--- src/rtl/blkxfer_pkg.sv ---
package blkxfer_pkg;
  typedef enum logic [1:0] {ST_IDLE, ST_SETUP, ST_XFER, ST_FINISH} seqState_t;

  typedef struct packed {
    logic load;   // capture word and base
    logic setup;  // capture count and first address
    logic step;   // one transfer accepted
  } seqStrobe_t;
endpackage

--- src/rtl/blkxfer_ctrl.sv ---
module blkxfer_ctrl
  import blkxfer_pkg::*;
(
  input  logic       clk,
  input  logic       rst_n,
  input  logic       start,
  input  logic       memReady,
  input  logic       listEmpty,
  input  logic       lastBeat,
  output seqStrobe_t strobe,
  output logic       busy,
  output logic       xferValid,
  output logic       done
);
  seqState_t state, stateNext;

  always_comb begin
    stateNext = state;
    unique case (state)
      ST_IDLE:   if (start) stateNext = ST_SETUP;
      ST_SETUP:  stateNext = listEmpty ? ST_FINISH : ST_XFER;
      ST_XFER:   if (memReady && lastBeat) stateNext = ST_FINISH;
      ST_FINISH: stateNext = ST_IDLE;
      default:   stateNext = ST_IDLE;
    endcase
  end

  always_ff @(posedge clk or negedge rst_n) begin
    if (!rst_n) state <= ST_IDLE;
    else        state <= stateNext;
  end

  always_comb begin
    strobe.load  = (state == ST_IDLE) && start;
    strobe.setup = (state == ST_SETUP);
    strobe.step  = (state == ST_XFER) && memReady;
  end

  assign busy      = (state != ST_IDLE);
  assign xferValid = (state == ST_XFER);
  assign done      = (state == ST_FINISH);
endmodule

--- src/rtl/blkxfer_dpath.sv ---
module blkxfer_dpath
  import blkxfer_pkg::*;
#(
  parameter int LIST_W     = 16,
  parameter int ADDR_W     = 32,
  parameter int WORD_BYTES = 4
) (
  input  logic                      clk,
  input  logic                      rst_n,
  input  seqStrobe_t                strobe,
  input  logic [31:0]               instrWord,
  input  logic [ADDR_W-1:0]         baseValue,
  output logic                      listEmpty,
  output logic                      lastBeat,
  output logic [$clog2(LIST_W)-1:0] xferReg,
  output logic [ADDR_W-1:0]         xferAddr,
  output logic                      xferLoad,
  output logic                      xferUser,
  output logic [3:0]                baseSel,
  output logic [ADDR_W-1:0]         wbValue,
  output logic                      wbWrite
);
  localparam int IDX_W = $clog2(LIST_W);
  localparam int CNT_W = $clog2(LIST_W + 1);
  localparam logic [ADDR_W-1:0] STEP = ADDR_W'(WORD_BYTES);

  logic [LIST_W-1:0] remMask;
  logic [ADDR_W-1:0] baseReg;
  logic [CNT_W-1:0]  cntReg;
  logic              preFlag, upFlag, wbFlag;

  // population count of the remaining list, unrolled per bit
  logic [CNT_W-1:0] partCnt [LIST_W+1];
  assign partCnt[0] = '0;
  for (genvar i = 0; i < LIST_W; i++) begin : g_pop
    assign partCnt[i+1] = partCnt[i] + CNT_W'(remMask[i]);
  end

  logic [ADDR_W-1:0] spanNow, spanReg, firstAddr;
  assign spanNow = ADDR_W'(partCnt[LIST_W]) * STEP;
  assign spanReg = ADDR_W'(cntReg) * STEP;

  always_comb begin
    unique case ({preFlag, upFlag})
      2'b01:   firstAddr = baseReg;
      2'b11:   firstAddr = baseReg + STEP;
      2'b00:   firstAddr = baseReg - spanNow + STEP;
      default: firstAddr = baseReg - spanNow;
    endcase
  end

  // lowest selected register
  logic [LIST_W-1:0] lowHot;
  assign lowHot = remMask & (~remMask + LIST_W'(1));

  always_comb begin
    xferReg = '0;
    for (int i = LIST_W - 1; i >= 0; i--) begin
      if (remMask[i]) xferReg = IDX_W'(i);
    end
  end

  assign listEmpty = (remMask == '0);
  assign lastBeat  = ((remMask & (remMask - LIST_W'(1))) == '0);

  always_ff @(posedge clk or negedge rst_n) begin
    if (!rst_n) begin
      remMask  <= '0;
      baseReg  <= '0;
      cntReg   <= '0;
      xferAddr <= '0;
      preFlag  <= 1'b0;
      upFlag   <= 1'b0;
      wbFlag   <= 1'b0;
      xferLoad <= 1'b0;
      xferUser <= 1'b0;
      baseSel  <= '0;
    end else begin
      if (strobe.load) begin
        remMask  <= instrWord[LIST_W-1:0];
        baseReg  <= baseValue;
        preFlag  <= instrWord[24];
        upFlag   <= instrWord[23];
        xferUser <= instrWord[22];
        wbFlag   <= instrWord[21];
        xferLoad <= instrWord[20];
        baseSel  <= instrWord[19:16];
      end
      if (strobe.setup) begin
        cntReg   <= partCnt[LIST_W];
        xferAddr <= firstAddr;
      end
      if (strobe.step) begin
        remMask  <= remMask & ~lowHot;
        xferAddr <= xferAddr + STEP;
      end
    end
  end

  assign wbWrite = wbFlag && (cntReg != '0);
  assign wbValue = !wbFlag ? baseReg : (upFlag ? baseReg + spanReg : baseReg - spanReg);
endmodule

--- src/rtl/blkxfer_seq.sv ---
module blkxfer_seq
  import blkxfer_pkg::*;
#(
  parameter int LIST_W     = 16,
  parameter int ADDR_W     = 32,
  parameter int WORD_BYTES = 4
) (
  input  logic                      clk,
  input  logic                      rst_n,
  input  logic                      start,
  input  logic [31:0]               instrWord,
  input  logic [ADDR_W-1:0]         baseValue,
  input  logic                      memReady,
  output logic                      busy,
  output logic                      xferValid,
  output logic [$clog2(LIST_W)-1:0] xferReg,
  output logic [ADDR_W-1:0]         xferAddr,
  output logic                      xferLoad,
  output logic                      xferUser,
  output logic [3:0]                baseSel,
  output logic                      done,
  output logic                      wbValid,
  output logic [ADDR_W-1:0]         wbValue
);
  seqStrobe_t strobe;
  logic listEmpty, lastBeat, wbWrite;

  blkxfer_ctrl u_ctrl (
    .clk(clk), .rst_n(rst_n), .start(start), .memReady(memReady),
    .listEmpty(listEmpty), .lastBeat(lastBeat), .strobe(strobe),
    .busy(busy), .xferValid(xferValid), .done(done)
  );

  blkxfer_dpath #(.LIST_W(LIST_W), .ADDR_W(ADDR_W), .WORD_BYTES(WORD_BYTES)) u_dpath (
    .clk(clk), .rst_n(rst_n), .strobe(strobe), .instrWord(instrWord),
    .baseValue(baseValue), .listEmpty(listEmpty), .lastBeat(lastBeat),
    .xferReg(xferReg), .xferAddr(xferAddr), .xferLoad(xferLoad),
    .xferUser(xferUser), .baseSel(baseSel), .wbValue(wbValue), .wbWrite(wbWrite)
  );

  assign wbValid = done && wbWrite;
endmodule

--- config.mk ---
export PLATFORM = sky130hd
export DESIGN_NAME = blkxfer_seq
export DESIGN_NICKNAME = d
export VERILOG_FILES = /design/src/rtl/blkxfer_pkg.sv /design/src/rtl/blkxfer_ctrl.sv /design/src/rtl/blkxfer_dpath.sv /design/src/rtl/blkxfer_seq.sv
export SDC_FILE = /design/constraint.sdc
export NUM_CORES = 1
export LEC_CHECK = 0
export CAP_MARGIN = 0
export CORE_ASPECT_RATIO = 0.9
export CORE_UTILIZATION = 40
export CTS_BUF_LIST = sky130_fd_sc_hd__clkbuf_8 sky130_fd_sc_hd__clkbuf_16
export CTS_CLUSTER_SIZE = 30
export DETAILED_ROUTE_END_ITERATION = 7
export SKIP_CTS_REPAIR_TIMING = 1
export SLEW_MARGIN = 0
export SYNTH_ARGS = -nofsm -noshare
export SYNTH_HDL_FRONTEND = slang
export SYNTH_SLANG_ARGS = --single-unit
--- constraint.sdc ---
create_clock -name clk -period 6.67 [get_ports clk]
set_clock_uncertainty 0.1 [all_clocks]
set_input_delay 1.6675 -clock clk [delete_from_list [all_inputs] [get_ports clk]]
set_output_delay 1.6675 -clock clk [all_outputs]
set_load 0.01 [all_outputs]
* Word-level counts from Yosys, hierarchy flattened *
Index checks and enable logic that the tools add are counted.

word-level totals
  register bits after elaboration = 96
  input port bits = 68
  output and inout port bits = 78

operators by class
  add/sub/neg operators = 23
  eq/ne operators = 7
  mux-type cells = 27
  bitwise gates (word level) = 5
  reductions and logical operators = 14

operator list
  operator                 number
  $mux W32                 4
  $add A32 B3 Y32 const B  3
  $pmux W32 S3             1
  $add A5 B1 Y5            14
  $mux W4                  16
  $sub A32 B7 Y32          2
  $and A16 B16 Y16         3
  $add A32 B7 Y32          1
  $logic_not A16 Y1        2
  $mux W16                 2
  $not A16 Y16             2
  $add A16 B1 Y16 const B  1
  $sub A16 B1 Y16 const B  1
  $pmux W2 S4              1
  $eq A2 B2 Y1 const B     3
  $reduce_bool A2 Y1       3
  $logic_and A1 B1 Y1      5
  $reduce_bool A5 Y1       1
  $eq A2 B1 Y1 const B     2
  $logic_not A2 Y1         2
  $mux W2                  2
  $add A1 B1 Y2            1
  $ne A2 B1 Y1 const B     1
  $ne A2 B2 Y1 const B     1
  other kinds (2)          2

* Logic depth before layout (Yosys ltp) *
Gate-level depths: netlist (run 1).

  depth in word-level cells = 20
  gate-level depth with buffers = 27
  mapped depth without buffers = 26

* Modules after synthesis *
A second synthesis (run 1) with hierarchy kept.

unflattened totals
  cell total of the unflattened synthesis = 1260
  area, all modules = 9883.2 µm²

modules (own cells, without submodules)
  module         instances  cells an instance  area an instance (µm²)  seq. area each (µm²)
  blkxfer_dpath  1          1239               9671.8                  2352.3
  blkxfer_ctrl   1          20                 205.2                   50.0
  blkxfer_seq    1          1                  6.3                     0.0

* Worst setup path before layout (run 1) *
OpenSTA, ideal clock, no wires.

  kind = register -> register
  start = register u_dpath.remMask[0]
  end = register u_dpath.xferAddr[25]
  data arrival time = 6988 ps
  data required time = 6445 ps
  path slack = -543 ps
  cell stages (with the launch flop) = 24
  path buffers = 1
  period minus slack after synthesis = 7213 ps
  cells stage by stage = dfrtp_1 -> inv_1 -> ha_1 -> inv_1 -> fa_1 -> fa_1 -> fa_1 -> fa_1 -> fa_1 -> fa_1 -> and2b_1 -> o21ai_0 -> ha_1 -> clkbuf_1 -> nor4bb_1 -> and2_4 -> a2111oi_4 -> xnor2_1 -> a2111o_1 -> nor4_4 -> nand4_2 -> or4_1 -> a311oi_1 -> nor2_1

between the ends
  word-level cells in the longest chain between the ends = 20

RTL lines
  element                          RTL line                                  text
  start, declared                  blkxfer_dpath.sv:27                       logic [LIST_W-1:0] remMask;
  start signal, assigned           blkxfer_dpath.sv:80                       remMask <= instrWord[LIST_W-1:0];
  start signal, assigned           blkxfer_dpath.sv:94                       remMask <= remMask & ~lowHot;
  $add A1 B1 Y2 (*)                blkxfer_dpath.sv:36                       assign partCnt[i+1] = partCnt[i] + CNT_W'(remMask[i]);
  $add A5 B1 Y5 (*) (14 in a row)  blkxfer_dpath.sv:36
  $sub A32 B7 Y32 (*)              blkxfer_dpath.sv:47, blkxfer_dpath.sv:48
  $add A32 B3 Y32                  blkxfer_dpath.sv:47                       2'b00: firstAddr = baseReg - spanNow + STEP;
  $pmux W32 S3 (*)                 blkxfer_dpath.sv:44                       unique case ({preFlag, upFlag})
  $mux W32 (*)                     blkxfer_dpath.sv:89                       if (strobe.setup) begin
  $mux W32 (*)                     blkxfer_dpath.sv:93                       if (strobe.step) begin
  end signal, assigned             blkxfer_dpath.sv:91                       xferAddr <= firstAddr;
  end signal, assigned             blkxfer_dpath.sv:95                       xferAddr <= xferAddr + STEP;
  end, declared                    blkxfer_dpath.sv:16                       output logic [ADDR_W-1:0] xferAddr,

Mark *: on every way between the ends. The rest lies on a longest branch, timed or not. The select of a mux whose other input is x is not followed.
A chain may end at the register's enable or synchronous reset.

==> flow_metrics.tcl, run 1 <==
set metrics [dict create \
    drt_pre_antenna_iters 5 \
    drv_slew 0 \
    port_buffers 138 \
    grt_max_degree 50 \
    wl_per_cell_um 18.7 \
    dieArea_sq_um 25100 \
    hp-class "reg2reg" \
    fin_crit_ns 6.72 \
    synth.yosys.warnings 0 \
    fillCellCount 2230 \
    crit_fanout 4 \
    vias_per_cell 5.83 \
    die_h_um 150 \
    area_delta_synth_final_pct 29.3 \
    crit_top_cell "fa_1" \
    synth-simple-area-share_pct 21.2 \
    critPathKind "reg2reg" \
    grt_pass1_wl_um 50200 \
    period_share_pct 101 \
    worst_pin_slew_ns 1.22 \
    clock_path_buffers 2 \
    ys_seq_elements 96 \
    async_reset_ff_share_pct 100 \
    diodes 0 \
    synth_area_sq_um 9770 \
    drive_gt1_share_pct 18.7 \
    syn_nets 1338 \
    htree_num_levels 3 \
    synth_compound_area_share_pct 24.2 \
    dp_hpwl_um 23800 \
    synth_edf_count 0 \
    root_buffer "clkbuf_16" \
    ioPinCount 146 \
    tns_ns -0.0535 \
    violations "negative setup slack" \
    clk_latency_ns 0.37 \
    num-nets-final 1516 \
    drt_iter0_drc 724 \
    ys_seq_area_share_pct 24.6 \
    synth_top_family_by_area "compound AO/OA/AOI/OAI gates" \
    worst_slack_ns -0.0535 \
    chipWidth_um 167 \
    hold_viol 0 \
    rsz0062_at_grt "yes" \
    crit_chain "inv_2, ha_4, inv_2, fa_1, fa_1, fa_1, fa_1, fa_2, fa_2, inv_2, fa_2, nor4bb_4, and2_4, a2111oi_4, xnor2_2, a2111o_1, nor4_4, nand4_2, or4_4, a311oi_2, nor2_1" \
    clk_pin_slew_ns 0.08 \
    setup_viol 1 \
    synth_area_per_cell_sq_um 8.11 \
    crit_path_start_kind "register" \
    synthAdderAreaFrac_pct 9.56 \
    grt_usage_pct 25.2 \
    crit_required_ns 6.81 \
    coreArea_sq_um 23700 \
    crit_path_top_delay_cell "fa_2" \
    synth_cells 1205 \
    slew-limit-headroom_pct 18.5 \
    synthXorXnorAreaFrac_pct 7.22 \
    totalWireLength_um 31600 \
    ant_nets 0 \
    grt-ovfl-total 0 \
    cts_buffers 9 \
    clkSinkCount 96 \
    cp.arrival_ns 6.86 \
    gp_congestion 0.966 \
    critical_path.max_stage_delay_ns 0.58 \
    outcome "complete, but fails checks" \
    rows 53 \
    cts_tree "built" \
    initial_core_util_pct 41.3 \
    synthMuxAreaShare_pct 8.03 \
    vias 9839 \
    antenna_found_initial 0 \
    grt_pass1_vias 9380 \
    max_freq_mhz 149 \
    ys_types 89 \
    drc 0 \
    end_kind "register" \
    synth-main-ff-cell "dfrtp_1" \
    max_cap_viol_count 0 \
]
-- worst paths after layout --
path / depth (start not counted) / slack [ns] / endpoint / startpoint
hold / removal: 1 / 0.40 / u_dpath.xferUser / u_dpath.xferUser
setup reg to reg: 21 / -0.05 / u_dpath.xferAddr[25] / u_dpath.remMask[0]
min in group asynchronous: 1 / 1.23 / u_dpath.baseSel[2] / rst_n
max in group asynchronous: 2 / 4.11 / u_dpath.xferAddr[28] / rst_n
setup / recovery: 21 / -0.05 / u_dpath.xferAddr[25] / u_dpath.remMask[0]
hold reg to reg: 1 / 0.40 / u_dpath.xferUser / u_dpath.xferUser
-- synthesized netlist by cell type, types with 7 or more instances --
cell type	count	area (sq um)
o21ai_0	83	415
a31oi_1	18	113
xnor2_1	50	438
ha_1	53	663
nand2_1	84	315
a22o_1	13	114
o22ai_1	7	43.8
mux2i_1	12	120
dfrtp_1	96	2400
o21a_1	8	60.1
nor3_1	48	240
or3_1	13	81.3
inv_1	58	218
a21oi_1	97	485
and2_1	8	50.1
a211oi_1	20	150
fa_1	12	240
nand4_1	19	119
a311oi_1	9	78.8
mux2_2	59	664
nor4_1	19	119
and3_1	14	87.6
nand2b_1	15	93.8
nor2b_1	11	68.8
xor2_1	26	228
or4_1	8	60.1
clkbuf_1	61	229
nand3_1	43	215
a21o_1	20	150
o31ai_1	10	75.1
nor2_1	91	342
-- metrics by stage --
stage | utilization, % | setup slack, ns | cell area [sq um] | hold WS [ns] | std cells
after floorplan | - | 0.00619 | 9830 | 0.395 | 1205
after CTS | 52.0 | -0.200 | 12300 | 0.407 | 1685
after global routing | 53.4 | -0.257 | 12600 | 0.428 | 1689
after detailed placement | 50.8 | -0.116 | 12000 | 0.391 | 1670
after global placement | 50.8 | -0.0607 | 12000 | 0.385 | 1670
final | 53.4 | -0.0535 | 12600 | 0.404 | 1689
-- state kept, by name, summed over array words and instances, names as in the netlist --
name	count
u_dpath.upFlag	1
u_dpath.cntReg	5
u_dpath.xferAddr	32
u_dpath.baseReg	32
u_dpath.wbFlag	1
u_dpath.preFlag	1
u_dpath.xferUser	1
u_dpath.baseSel	4
u_dpath.xferLoad	1
u_dpath.remMask	16
u_ctrl.state	2
-- critical path: cells and delay by family (launching register included) --
kind | cells | cell delay (ns)
adders and majority gates | 8 | 3.47
and+or+nand+nor | 6 | 1.65
AOI/OAI and AO/OA | 3 | 0.70
DFF | 1 | 0.36
xor gates and xnor gates | 1 | 0.17
buffers and inverters | 3 | 0.14
-- per-layer routing --
metal  track usage (%)  wire length, um  vias to the layer above
li1                  -                -                     4799
met1              34.1            14500                     4708
met2              42.4            15100                      299
met3              3.39             1530                       33
met4              6.25              464                        0
met5                 0                0                        -
-- area by class of cell --
class | count | area [sq um] | area share (%)
inverter | 59 | 221 | 1.75
clock buffer | 9 | 225 | 1.78
clock inverter | 6 | 43.8 | 0.347
tap | 302 | 378 | 2.99
sequential | 96 | 2400 | 19.0
multi-input combinational | 978 | 7200 | 57.0
timing repair buffer | 239 | 2160 | 17.1
-- cell families after synthesis --
| family | after synthesis |
|---|---|
| flops | 96 |
| xor+xnor | 78 |
| simple gates | 403 |
| mux | 71 |
| compound gates | 358 |
| fa+ha+maj | 68 |
| buf+inv | 131 |
-- cells in the final DEF (no fill, tap or decap), drive strengths merged, types with 9 or more instances in the layout --
cell | netlist | final
clkdlybuf4s50 | 0 | 137
buf | 11 | 102
a21oi | 98 | 98
dfrtp | 96 | 96
nor2 | 91 | 91
nand2 | 84 | 84
o21ai | 83 | 83
inv | 58 | 60
mux2 | 59 | 59
ha | 53 | 53
xnor2 | 50 | 50
nor3 | 49 | 49
nand3 | 43 | 43
xor2 | 27 | 27
nor4 | 21 | 21
a21o | 20 | 20
nand4 | 20 | 20
a211oi | 20 | 20
a31oi | 18 | 18
nand2b | 15 | 15
and3 | 14 | 14
a22o | 13 | 13
or3 | 13 | 13
mux2i | 12 | 12
fa | 12 | 12
nor2b | 11 | 11
o31ai | 10 | 10
clkbuf | 61 | 9
and2 | 9 | 9
a311oi | 9 | 9
Power of run 1 is left out: the tool's default activity adds up to more than one toggle a clock period on the data nets, which glitch-free logic cannot reach.
==> run 2, diff against run 1 <==
- CORE_UTILIZATION: 40 -> 51
- PLACE_DENSITY: not set -> 0.79
==> run 2 against run 1 <==
The run still ends with negative setup slack left. Global-route usage is 5.5 points higher. Non-clock buffer count shrank 19. Core utilization increased by 14 points. Cell count is 4.4% lower. Setup slack worse by 0.11 ns. Die area decreased by 21%. Via count rose by 4.5%. Critical path type unchanged. Critical endpoint unchanged. Highest routed layer unchanged.
==> flow_metrics.tcl, run 2 (synthesized netlist as in run 1, its figures left out) <==
set metrics [dict create \
    rows 47 \
    utilization_pct 66.9 \
    clk_pin_slew_ns 0.07 \
    diodes 0 \
    worst_r2r_path_depth 21 \
    cp.arrival_ns 6.97 \
    setup_viol 4 \
    chipWidth_um 148 \
    max_cap_viol_count 0 \
    critical_path.max_stage_delay_ns 0.57 \
    clkSinkCount 96 \
    gp_congestion 0.955 \
    fillCellCount 1556 \
    rsz0062_at_grt "yes" \
    dp_hpwl_um 22300 \
    initial_core_util_pct 52.6 \
    antenna_found_initial 0 \
    cts_tree "built" \
    multiInputGateArea_sq_um 7220 \
    final_area_sq_um 12400 \
    htree_num_levels 3 \
    hold_viol 0 \
    port_buffers 138 \
    drv_slew 0 \
    rr_startpoint "u_dpath.remMask[0]" \
    grt_usage_pct 30.7 \
    grt-ovfl-total 0 \
    reg_top3 "u_dpath.baseReg: 32 flops, u_dpath.xferAddr: 32 flops, u_dpath.remMask: 16 flops" \
    die_h_um 133 \
    crit_chain "inv_2, ha_4, inv_2, fa_1, fa_1, fa_1, fa_1, fa_2, fa_2, inv_2, fa_2, nor4bb_4, and2_4, a2111oi_4, xnor2_2, a2111o_1, nor4_4, nand4_2, or4_4, a311oi_2, nor2_1" \
    coreArea_sq_um 18600 \
    critPathKind "reg2reg" \
    ioPinCount 146 \
    dieArea_sq_um 19700 \
    crit_fanout 4 \
    ff_latch_area_sq_um 2400 \
    worst_pin_slew_ns 1.11 \
    drt_iter0_drc 781 \
    crit_path_top_delay_cell "fa_2" \
    root_buffer "clkbuf_16" \
    place_inst 1586 \
    crit_required_ns 6.81 \
    vias 10300 \
    mostFrequentLayoutCells "clkdlybuf4s50_1 (137), dfrtp_1 (96), a21oi_1 (93), nor2_1 (88), nand2_1 (82)" \
    ant_nets 0 \
    reg2reg_slack_ns -0.16 \
    num-nets-final 1497 \
    grt_pass1_wl_um 48500 \
    cts_buffers 9 \
    endpoint "u_dpath.xferAddr[25]" \
    end_kind "register" \
    vias_per_cell 6.37 \
    placed_area_sq_um 11700 \
    instances_no_fill 1614 \
    period_share_pct 102 \
    grt_pass1_vias 9794 \
    drt_pre_antenna_iters 5 \
    violations "negative setup slack" \
    fin_crit_ns 6.83 \
    crit_top_cell "fa_1" \
    max_freq_mhz 146 \
    slew-limit-headroom_pct 25.9 \
    drc 0 \
    final_common_cell "clkdlybuf4s50_1" \
    clk_latency_ns 0.37 \
    wl_per_cell_um 18.9 \
    area_delta_synth_final_pct 27.3 \
    drive_gt1_share_pct 17.2 \
    worst_slack_ns -0.160 \
    hp-class "reg2reg" \
    outcome "complete, but fails checks" \
    clock_path_buffers 2 \
    crit_start "u_dpath.remMask[0]" \
    totalWireLength_um 30500 \
    grt_max_degree 54 \
    r2r_end "u_dpath.xferAddr[25]" \
    crit_path_start_kind "register" \
]
[run 2: cell count changes in the layout (fill, tap and decap cells not counted), moves of 2 or more]
cell       before  now
o2111ai_1       4    2
buf_6           2    4
a31oi_2         3    1
nor2_1         86   88
a41oi_2         1    3
a21oi_2         7    5
a21oi_1        91   93
buf_4          99   79
clkinv_2        2    0
a41oi_1         5    3
o2111ai_2       0    2
[run 2: cell type report]
cell class | count | area share, %
clock inverter | 6 | 0.362
inverter | 59 | 1.78
timing repair buffer | 220 | 16.2
multi-input combinational | 978 | 58.0
clock buffer | 10 | 1.92
sequential | 96 | 19.3
tap | 245 | 2.46
[run 2: worst min-delay path by stage]
stage / from / endpoint / slack (ns) / cells after the start
after CTS: u_dpath.xferLoad / u_dpath.xferLoad / 0.41 / 1
final: u_dpath.xferLoad / u_dpath.xferLoad / 0.40 / 1
after detailed placement: u_dpath.xferLoad / u_dpath.xferLoad / 0.39 / 1
after floorplan: u_dpath.baseReg[0] / u_dpath.xferAddr[0] / 0.40 / 2
after global placement: u_dpath.xferUser / u_dpath.xferUser / 0.39 / 1
after global routing: u_dpath.baseSel[2] / u_dpath.baseSel[2] / 0.43 / 1
[run 2: critical path: cells and delay by family, from the launching register on]
family / cells / cell delay (ns)
fa+ha+maj: 8 / 3.51
xor+xnor: 1 / 0.18
simple gates: 6 / 1.67
flops: 1 / 0.37
compound gates: 3 / 0.73
buf+inv: 3 / 0.14
[run 2: metrics by stage]
| stage | setup slack (ns) | hold WS (ns) | TNS, ns |
|---|---|---|---|
| detailed placement | -0.140 | 0.392 | -0.466 |
| finish | -0.160 | 0.405 | -0.254 |
| CTS | -0.212 | 0.407 | -0.943 |
| global placement | -0.0474 | 0.385 | -0.0713 |
| global route | -0.338 | 0.434 | -3.37 |
| floorplan | 0.00619 | 0.395 | 0 |
[run 2: routing by layer]
layer / track usage, % / wire (um) / vias up
met5: 0 / 0 / -
met4: 14.4 / 1150 / 0
met3: 5.45 / 2300 / 93
met2: 50.9 / 14600 / 505
met1: 38.7 / 12500 / 4920
li1: - / - / 4764
Power of run 2 is left out for the same reason.
